==> src/rtl/tmr_pkg.sv <==
package tmr_pkg;

    localparam int BUS_W         = 32;
    localparam int CTRL_EN_BIT   = 7;
    localparam int CTRL_PER_BIT  = 6;
    localparam int CTRL_FAST_BIT = 3;

    typedef enum logic [1:0] {
        SEL_START = 2'd0,
        SEL_COUNT = 2'd1,
        SEL_CTRL  = 2'd2,
        SEL_CLEAR = 2'd3
    } reg_sel_e;

    typedef struct packed {
        logic enable;
        logic periodic;
        logic fast;
    } ctrl_t;

    function automatic ctrl_t ctrl_unpack(input logic [BUS_W-1:0] w);
        ctrl_t c;
        c.enable   = w[CTRL_EN_BIT];
        c.periodic = w[CTRL_PER_BIT];
        c.fast     = w[CTRL_FAST_BIT];
        return c;
    endfunction

    function automatic logic [BUS_W-1:0] ctrl_pack(input ctrl_t c);
        logic [BUS_W-1:0] w;
        w = '0;
        w[CTRL_EN_BIT]   = c.enable;
        w[CTRL_PER_BIT]  = c.periodic;
        w[CTRL_FAST_BIT] = c.fast;
        return w;
    endfunction

endpackage

==> src/rtl/tmr_regs.sv <==
module tmr_regs
    import tmr_pkg::*;
#(
    parameter int CNT_W = 32
) (
    input  logic              clk,
    input  logic              rst,
    input  logic              bus_wr,
    input  logic [1:0]        bus_addr,
    input  logic [BUS_W-1:0]  bus_wdata,
    input  logic [CNT_W-1:0]  cnt_val,
    output logic [CNT_W-1:0]  start_val,
    output logic [CNT_W-1:0]  start_data,
    output ctrl_t             ctrl,
    output logic              start_wr,
    output logic              clear_wr,
    output logic [BUS_W-1:0]  bus_rdata
);

    reg_sel_e sel;
    logic     ctrl_wr;
    logic     unused_wdata;

    assign sel          = reg_sel_e'(bus_addr);
    assign start_wr     = bus_wr && (sel == SEL_START);
    assign ctrl_wr      = bus_wr && (sel == SEL_CTRL);
    assign clear_wr     = bus_wr && (sel == SEL_CLEAR);
    assign start_data   = bus_wdata[CNT_W-1:0];
    assign unused_wdata = ^bus_wdata;

    always_ff @(posedge clk) begin
        if (rst) begin
            start_val <= '0;
            ctrl      <= '0;
        end else begin
            if (start_wr) start_val <= start_data;
            if (ctrl_wr)  ctrl      <= ctrl_unpack(bus_wdata);
        end
    end

    always_comb begin
        bus_rdata = '0;
        unique case (sel)
            SEL_START: bus_rdata = BUS_W'(start_val);
            SEL_COUNT: bus_rdata = BUS_W'(cnt_val);
            SEL_CTRL:  bus_rdata = ctrl_pack(ctrl);
            SEL_CLEAR: bus_rdata = '0;
            default:   bus_rdata = '0;
        endcase
    end


    ctrl_mask_chk: assert property (@(posedge clk) disable iff (rst)
        (sel == SEL_CTRL) |-> ((bus_rdata & ~32'h0000_00C8) == '0));


    start_store_chk: assert property (@(posedge clk) disable iff (rst)
        start_wr |=> (start_val == $past(start_data)));

endmodule

==> src/rtl/tmr_tick.sv <==
module tmr_tick
    import tmr_pkg::*;
(
    input  ctrl_t ctrl,
    input  logic  tick_fast,
    input  logic  tick_slow,
    output logic  tick
);

    logic picked;

    assign picked = ctrl.fast ? tick_fast : tick_slow;
    assign tick   = ctrl.enable && picked;

endmodule

==> src/rtl/tmr_core.sv <==
module tmr_core #(
    parameter int CNT_W = 32
) (
    input  logic             clk,
    input  logic             rst,
    input  logic             tick,
    input  logic             periodic,
    input  logic             start_wr,
    input  logic [CNT_W-1:0] start_data,
    input  logic [CNT_W-1:0] start_val,
    input  logic             clear_wr,
    output logic [CNT_W-1:0] cnt,
    output logic             irq
);

    localparam logic [CNT_W-1:0] ALL_ONES = '1;

    logic             at_zero;
    logic             uflow;
    logic [CNT_W-1:0] wrap_val;

    assign at_zero  = (cnt == '0);
    assign uflow    = tick && !start_wr && at_zero;
    assign wrap_val = periodic ? start_val : ALL_ONES;

    always_ff @(posedge clk) begin
        if (rst) begin
            cnt <= '0;
            irq <= 1'b0;
        end else begin
            if (start_wr)
                cnt <= start_data;
            else if (tick)
                cnt <= at_zero ? wrap_val : cnt - 1'b1;
            irq <= uflow || (irq && !clear_wr);
        end
    end


    start_copy_chk: assert property (@(posedge clk) disable iff (rst)
        start_wr |=> (cnt == $past(start_data)));


    idle_hold_chk: assert property (@(posedge clk) disable iff (rst)
        (!tick && !start_wr) |=> $stable(cnt));


    step_down_chk: assert property (@(posedge clk) disable iff (rst)
        (tick && !start_wr && !at_zero) |=> (cnt == $past(cnt) - 1'b1));


    reload_chk: assert property (@(posedge clk) disable iff (rst)
        (uflow && periodic) |=> (cnt == $past(start_val)));


    wrap_chk: assert property (@(posedge clk) disable iff (rst)
        (uflow && !periodic) |=> (cnt == ALL_ONES));


    irq_hold_chk: assert property (@(posedge clk) disable iff (rst)
        (irq && !clear_wr) |=> irq);


    irq_clear_chk: assert property (@(posedge clk) disable iff (rst)
        (clear_wr && !uflow) |=> !irq);


    irq_set_chk: assert property (@(posedge clk) disable iff (rst)
        uflow |=> irq);

endmodule

==> src/rtl/reload_timer.sv <==
module reload_timer
    import tmr_pkg::*;
#(
    parameter int CNT_W = 32
) (
    input  logic        clk,
    input  logic        rst,
    input  logic        bus_wr,
    input  logic [1:0]  bus_addr,
    input  logic [31:0] bus_wdata,
    output logic [31:0] bus_rdata,
    input  logic        tick_fast,
    input  logic        tick_slow,
    output logic        irq
);

    logic [CNT_W-1:0] cnt;
    logic [CNT_W-1:0] start_val;
    logic [CNT_W-1:0] start_data;
    ctrl_t            ctrl;
    logic             start_wr;
    logic             clear_wr;
    logic             tick;

    tmr_regs #(.CNT_W(CNT_W)) u_regs (
        .clk        (clk),
        .rst        (rst),
        .bus_wr     (bus_wr),
        .bus_addr   (bus_addr),
        .bus_wdata  (bus_wdata),
        .cnt_val    (cnt),
        .start_val  (start_val),
        .start_data (start_data),
        .ctrl       (ctrl),
        .start_wr   (start_wr),
        .clear_wr   (clear_wr),
        .bus_rdata  (bus_rdata)
    );

    tmr_tick u_tick (
        .ctrl      (ctrl),
        .tick_fast (tick_fast),
        .tick_slow (tick_slow),
        .tick      (tick)
    );

    tmr_core #(.CNT_W(CNT_W)) u_core (
        .clk        (clk),
        .rst        (rst),
        .tick       (tick),
        .periodic   (ctrl.periodic),
        .start_wr   (start_wr),
        .start_data (start_data),
        .start_val  (start_val),
        .clear_wr   (clear_wr),
        .cnt        (cnt),
        .irq        (irq)
    );


    tick_gate_chk: assert property (@(posedge clk) disable iff (rst)
        (!tick_fast && ctrl.fast) |-> !tick);

endmodule

==> config.mk <==
export PLATFORM = sky130hd
export DESIGN_NAME = reload_timer
export DESIGN_NICKNAME = d
export VERILOG_FILES = /design/src/rtl/tmr_pkg.sv /design/src/rtl/tmr_regs.sv /design/src/rtl/tmr_tick.sv /design/src/rtl/tmr_core.sv /design/src/rtl/reload_timer.sv
export SDC_FILE = /design/constraint.sdc
export NUM_CORES = 1
export LEC_CHECK = 0
export ABC_AREA = 1
export BUFFER_PORTS_ARGS = -buffer_cell sky130_fd_sc_hd__buf_2
export CORE_ASPECT_RATIO = 0.8
export CORE_UTILIZATION = 30
export CTS_CLUSTER_DIAMETER = 80
export DETAILED_ROUTE_END_ITERATION = 6
export HOLD_SLACK_MARGIN = 0.05
export SLEW_MARGIN = 20
export SYNTH_ARGS = -nofsm -noshare
export SYNTH_HDL_FRONTEND = slang
export SYNTH_SLANG_ARGS = --single-unit
==> constraint.sdc <==
create_clock -name clk -period 1.7 [get_ports clk]
set_clock_uncertainty 0.2 [all_clocks]
set_input_delay 0.17 -clock clk [delete_from_list [all_inputs] [get_ports clk]]
set_output_delay 0.17 -clock clk [all_outputs]
set_load 0.1 [all_outputs]
Yosys cells after proc, flatten, opt, wreduce, memory -nomap -nowiden
Index checks and enable logic that the tools add are counted.
{"block": "word_totals", "regBits": 68, "input_bits": 39, "out_inout_bits": 33, "word_cells": 29}
{"block": "classes", "add_sub_neg": 1, "eq_ne": 3, "mux": 6, "reduce_logical": 13}
{"operator": "2-to-1 mux 32 bit", "n": 4}
{"operator": "case mux 32 bit (4 select lines)", "n": 1}
{"operator": "zero test 32 bit", "n": 1}
{"operator": "subtractor 32 x 1 -> 32 bit (second input constant)", "n": 1}
{"operator": "logical AND 1 bit", "n": 7}
{"operator": "== test 2 bit (second input constant)", "n": 2}
{"operator": "== test 2 x 1 -> 1 bit (second input constant)", "n": 1}
{"operator": "zero test 1 bit", "n": 2}
{"operator": "zero test 2 bit", "n": 1}
{"operator": "nonzero test 2 bit", "n": 1}
{"operator": "logical OR 1 bit", "n": 1}
{"operator": "2-to-1 mux 1 bit", "n": 1}

Depth between registers and ports, before layout
{"block": "depth", "word_depth": 6, "depth_mapped": 12, "depth_no_buf": 12}

Hierarchy
A second synthesis with hierarchy kept.
{"block": "hier_totals", "hier_cells": 844, "area_unflattened_um2": 5190.0}
{"module": "tmr_core", "n_inst": 1, "cells_per_inst": 465, "area_per_inst_um2": 2846.5, "seq_area_each_um2": 660.6}
{"module": "tmr_regs", "n_inst": 1, "cells_per_inst": 374, "area_per_inst_um2": 2322.2, "seq_area_each_um2": 700.7}
{"module": "tmr_tick", "n_inst": 1, "cells_per_inst": 5, "area_per_inst_um2": 21.3, "seq_area_each_um2": 0.0}

Worst setup path after synthesis
No wires, ideal clock.
{"block": "synth_path", "kind": "input-to-output", "start": "input port bus_addr[0]", "end": "output port bus_rdata[10]", "arrival_ns": 2.910, "t_required_ns": 1.330, "setup_slack_ns": -1.580, "stages": 6, "n_path_buf": 2, "path_cell_list": "inv_1 nor2_1 inv_1 clkbuf_1 clkbuf_1 o21ai_0"}
{"block": "synth_between", "elab_chain_cells": 2, "word_cells_on_any_way": 5, "cone_classes": "eq/ne: 3; mux: 1; reduce/logical: 1"}
{"element": "from (decl)", "line_no": "reload_timer.sv:9", "source": "input logic [1:0] bus_addr,"}
{"element": "== test 2 bit (tied with other cells)", "line_no": "tmr_regs.sv:43", "source": "unique case (sel)"}
{"element": "case mux 32 bit (4 select lines) (*)", "line_no": "tmr_regs.sv:43"}
{"element": "to (decl)", "line_no": "reload_timer.sv:11", "source": "output logic [31:0] bus_rdata,"}
Mark *: on every way between the ends. The rest lies on a longest branch, timed or not.

Worst setup path after layout
{"block": "layout_path", "start": "register u_core.cnt[0]", "end": "register u_core.cnt[10]"}
{"block": "layout_between", "elab_chain_cells": 4, "word_cells_on_any_way": 5, "cone_classes": "add/sub: 1; mux: 3; reduce/logical: 1"}
{"element": "from (decl)", "line_no": "tmr_core.sv:12", "source": "output logic [CNT_W-1:0] cnt,"}
{"element": "from (signal assigned)", "line_no": "tmr_core.sv:32", "source": "cnt <= start_data;"}
{"element": "from (signal assigned)", "line_no": "tmr_core.sv:34", "source": "cnt <= at_zero ? wrap_val : cnt - 1'b1;"}
{"element": "subtractor 32 x 1 -> 32 bit or zero test 32 bit (tied branches)", "line_no": "tmr_core.sv:34, tmr_core.sv:22"}
{"element": "2-to-1 mux 32 bit (*)", "line_no": "tmr_core.sv:34"}
{"element": "2-to-1 mux 32 bit (*)", "line_no": "tmr_core.sv:33", "source": "else if (tick)"}
{"element": "2-to-1 mux 32 bit (*)", "line_no": "tmr_core.sv:31", "source": "if (start_wr)"}
Mark *: on every way between the ends. The rest lies on a longest branch, timed or not. The select of a mux whose other input is x is not followed.
A chain may end at the register's enable or synchronous reset.

==> flow_metrics.tcl <==
set metrics [dict create \
    endpoint "u_core.cnt[10]" \
    fmax_mhz 540 \
    avgSynthCellArea_um2 5.94 \
    die_h_um 109 \
    worstSetupEndpointType "flip-flop" \
    n_antenna_cell 0 \
    rsz0062_at_grt "yes" \
    startpoint_type "flip-flop" \
    slowest_delay_ns 0.34 \
    coreArea_um2 13700 \
    syn_inst 721 \
    cp_common_cell "nand2_2" \
    track_usage_pct 22.5 \
    rows 38 \
    status "complete, but fails checks" \
    post-route-period-util_pct 109 \
    drc 0 \
    cts_buffer_depth 2 \
    drtPass1Iterations 5 \
    maxCapViolCount 0 \
    drt_iter0_drc 299 \
    violations "setup timing" \
    hold_class "in -> reg" \
    power_switching_mw 2.26 \
    p_int_mw 3.88 \
    grt_max_degree 37 \
    rr_startpoint "u_core.cnt[0]" \
    slew_viol_final 0 \
    ant_nets 0 \
    initial_utilization_pct 31.2 \
    cp_cell_sequence "inv_4, ha_4, inv_2, nor2_1, nand4_1, nor2_2, nand4_1, nand2_2, buf_6, nand2_2, nand2_2, a21oi_2" \
    grt_pass1_wl_um 25900 \
    fin_nets 960 \
    cp_max_fo 6 \
    power.static_leakage_nw 3.20 \
    hold_depth 4 \
    ys_ff_latch 68 \
    ys_types 28 \
    final-setup-viol-count 32 \
    vias 5388 \
    synth_top_area_cell "dfxtp_1" \
    drive_above_1_share_pct 42.0 \
    cts_inserted_buffers 9 \
    area_growth_syn_to_layout_pct 77.4 \
    grt_pass1_vias 5204 \
    layout_setup_ws_ns -0.152 \
    design.die.area_um2 14800 \
    wl_um 16000 \
    final_hold_viol_count 0 \
    pwr-share-clk_pct 29.6 \
    cts_tree "built" \
    peakVddDrop_mv 0.577 \
    startpoint "u_core.cnt[0]" \
    power_frac_comb_pct 41.7 \
    dieWidth_um 136 \
    clock-sinks 68 \
    relSlewSlack_pct 68.6 \
    ys_top_cells_by_area "dfxtp_1, nand2_1, a21oi_1, o21ai_0, nor2_1" \
    cp.required_ns 1.72 \
    clk_pin_slew_ns 0.05 \
    power_density_nw_per_um2 807 \
    synth_area_um2 4290 \
    seqPwrFrac_pct 28.7 \
    root_buffer "clkbuf_16" \
    place.gp.congestion 0.936 \
    pin_count 72 \
    arrival_ns 1.87 \
    finish.utilization_pct 55.3 \
    slowest_stage "dfxtp_2" \
    seq_area_frac_synth_pct 31.8 \
    synth_fp_nets 762 \
    overflow 0 \
    period_needed_ns 1.85 \
    post_dp_cell_area_um2 6480 \
    antenna_found_initial 0 \
    viasPerCell 4.88 \
    switching_share_pct 36.8 \
    reg2reg_slack_ns -0.15 \
    worstSetupPathType "reg -> reg" \
    wl_per_cell_um 14.5 \
    fin_area_um2 7600 \
    dpl.hpwl_um 11700 \
    synth.top_cell.area_share_pct 31.8 \
    rr_worst_depth 12 \
    numPortBuffers 71 \
    reg2reg_to "u_core.cnt[10]" \
    clk-insertion-delay-late_ns 0.34 \
    worst_pin_slew_ns 0.469 \
    htree_levels 3 \
    ys_warn_count 0 \
]
## layout by cell type (no fill, tap or decap), drive strengths merged, types with 5 or more instances in the layout
cell	count
nand2	231
buf	186
a21oi	97
o21ai	78
nor2	76
dfxtp	68
inv	63
nand3	48
dlygate4sd3	33
clkbuf	15
nand4	6
xor2	5
## worst min-delay path by stage
stage | from | endpoint | slack, ns
3_3_place_gp | bus_wdata[7] | u_regs.ctrl[2] | 0.24
4_1_cts | bus_addr[0] | u_regs.ctrl[1] | 0.05
2_1_floorplan | bus_wdata[7] | u_regs.ctrl[2] | 0.10
6_report | bus_addr[0] | u_regs.ctrl[1] | 0.06
3_5_place_dp | bus_wdata[7] | u_regs.ctrl[2] | 0.24
5_1_grt | bus_addr[0] | u_regs.ctrl[2] | 0.08
## per-layer routing
metal	routed length (um)	track usage, %	vias to the layer above
met5	0	0	-
met4	209	5.54	0
met3	909	4.70	16
met2	6760	33.1	152
met1	8100	32.9	2469
li1	-	-	2751
## logic make-up (layout without fill, tap and decap cells)
kind of cell    Yosys count  count (layout)  share of synthesized area, %
fa+ha+maj                 2               2                         0.584
simple gates            367             367                          35.3
xor+xnor                  5               5                          1.02
compound gates          183             183                          22.0
buf+inv                  96             299                          9.34
flops                    68              68                          31.8
## through the flow
step,hold WS (ns),total power [mW],instances,TNS [ns],worst slack (ns)
final,0.0573,6.14,1104,-3.69,-0.152
after global routing,0.0819,6.46,1104,-7.33,-0.267
after CTS,0.0514,5.95,1103,-2.95,-0.114
after detailed placement,0.238,3.97,1050,-4.30,-0.250
after global placement,0.236,3.96,1050,-3.05,-0.213
after floorplan,0.105,3.03,721,-0.219,-0.0900
## synthesized netlist by cell type (all sizes together)
master / count
nand3: 48
o211ai: 1
buf: 17
ha: 2
a21oi: 97
o22ai: 3
o21ai: 78
xor2: 5
nor2: 76
o21a: 1
and2: 2
or2: 2
nor3: 1
clkbuf: 15
dfxtp: 68
nand4: 6
nand2: 231
nand3b: 1
inv: 64
o221ai: 3
## critical path, delay by kind of cell, from the launching register on
kind	cells	cell delay, ns
and+or+nand+nor	7	0.72
DFF	1	0.34
buffers and inverters	3	0.28
adders and majority gates	1	0.14
AOI/OAI and AO/OA	1	0.05
## sequential cells by signal (all words and copies together) (netlist names)
register	cells
u_core.cnt	32
u_regs.start_val	32
u_regs.ctrl	3
u_core.irq	1
## layout make-up
type                    count  area [um^2]
flip-flops and latches     68         1380
clock buffers              15          278
well taps                 180          225
multi-input cells         557         3310
fillers                  1282         6140
clock inverters             1         5.00
repair buffers            219         2150
inverters                  64          251
## what timing repair did
action                                  4_1_cts  5_1_grt
resized for setup                            63      105
buffers inserted                              3        2
endpoints found under the hold margin        67        0
hold buffers                                 33        0
endpoints found under the setup margin       35       47
gates cloned                                  1        0
pin swaps                                    20       29
## power groups by stage
stage | Clock (mW) | Sequential (mW) | Combinational, mW
floorplan | 0 | 1.78 | 1.25
global placement | 0 | 1.78 | 2.18
detailed placement | 0 | 1.78 | 2.19
CTS | 1.84 | 1.75 | 2.36
global route | 1.89 | 1.77 | 2.79
finish | 1.82 | 1.76 | 2.56
No activity file was read; power rests on OpenSTA's default activity.
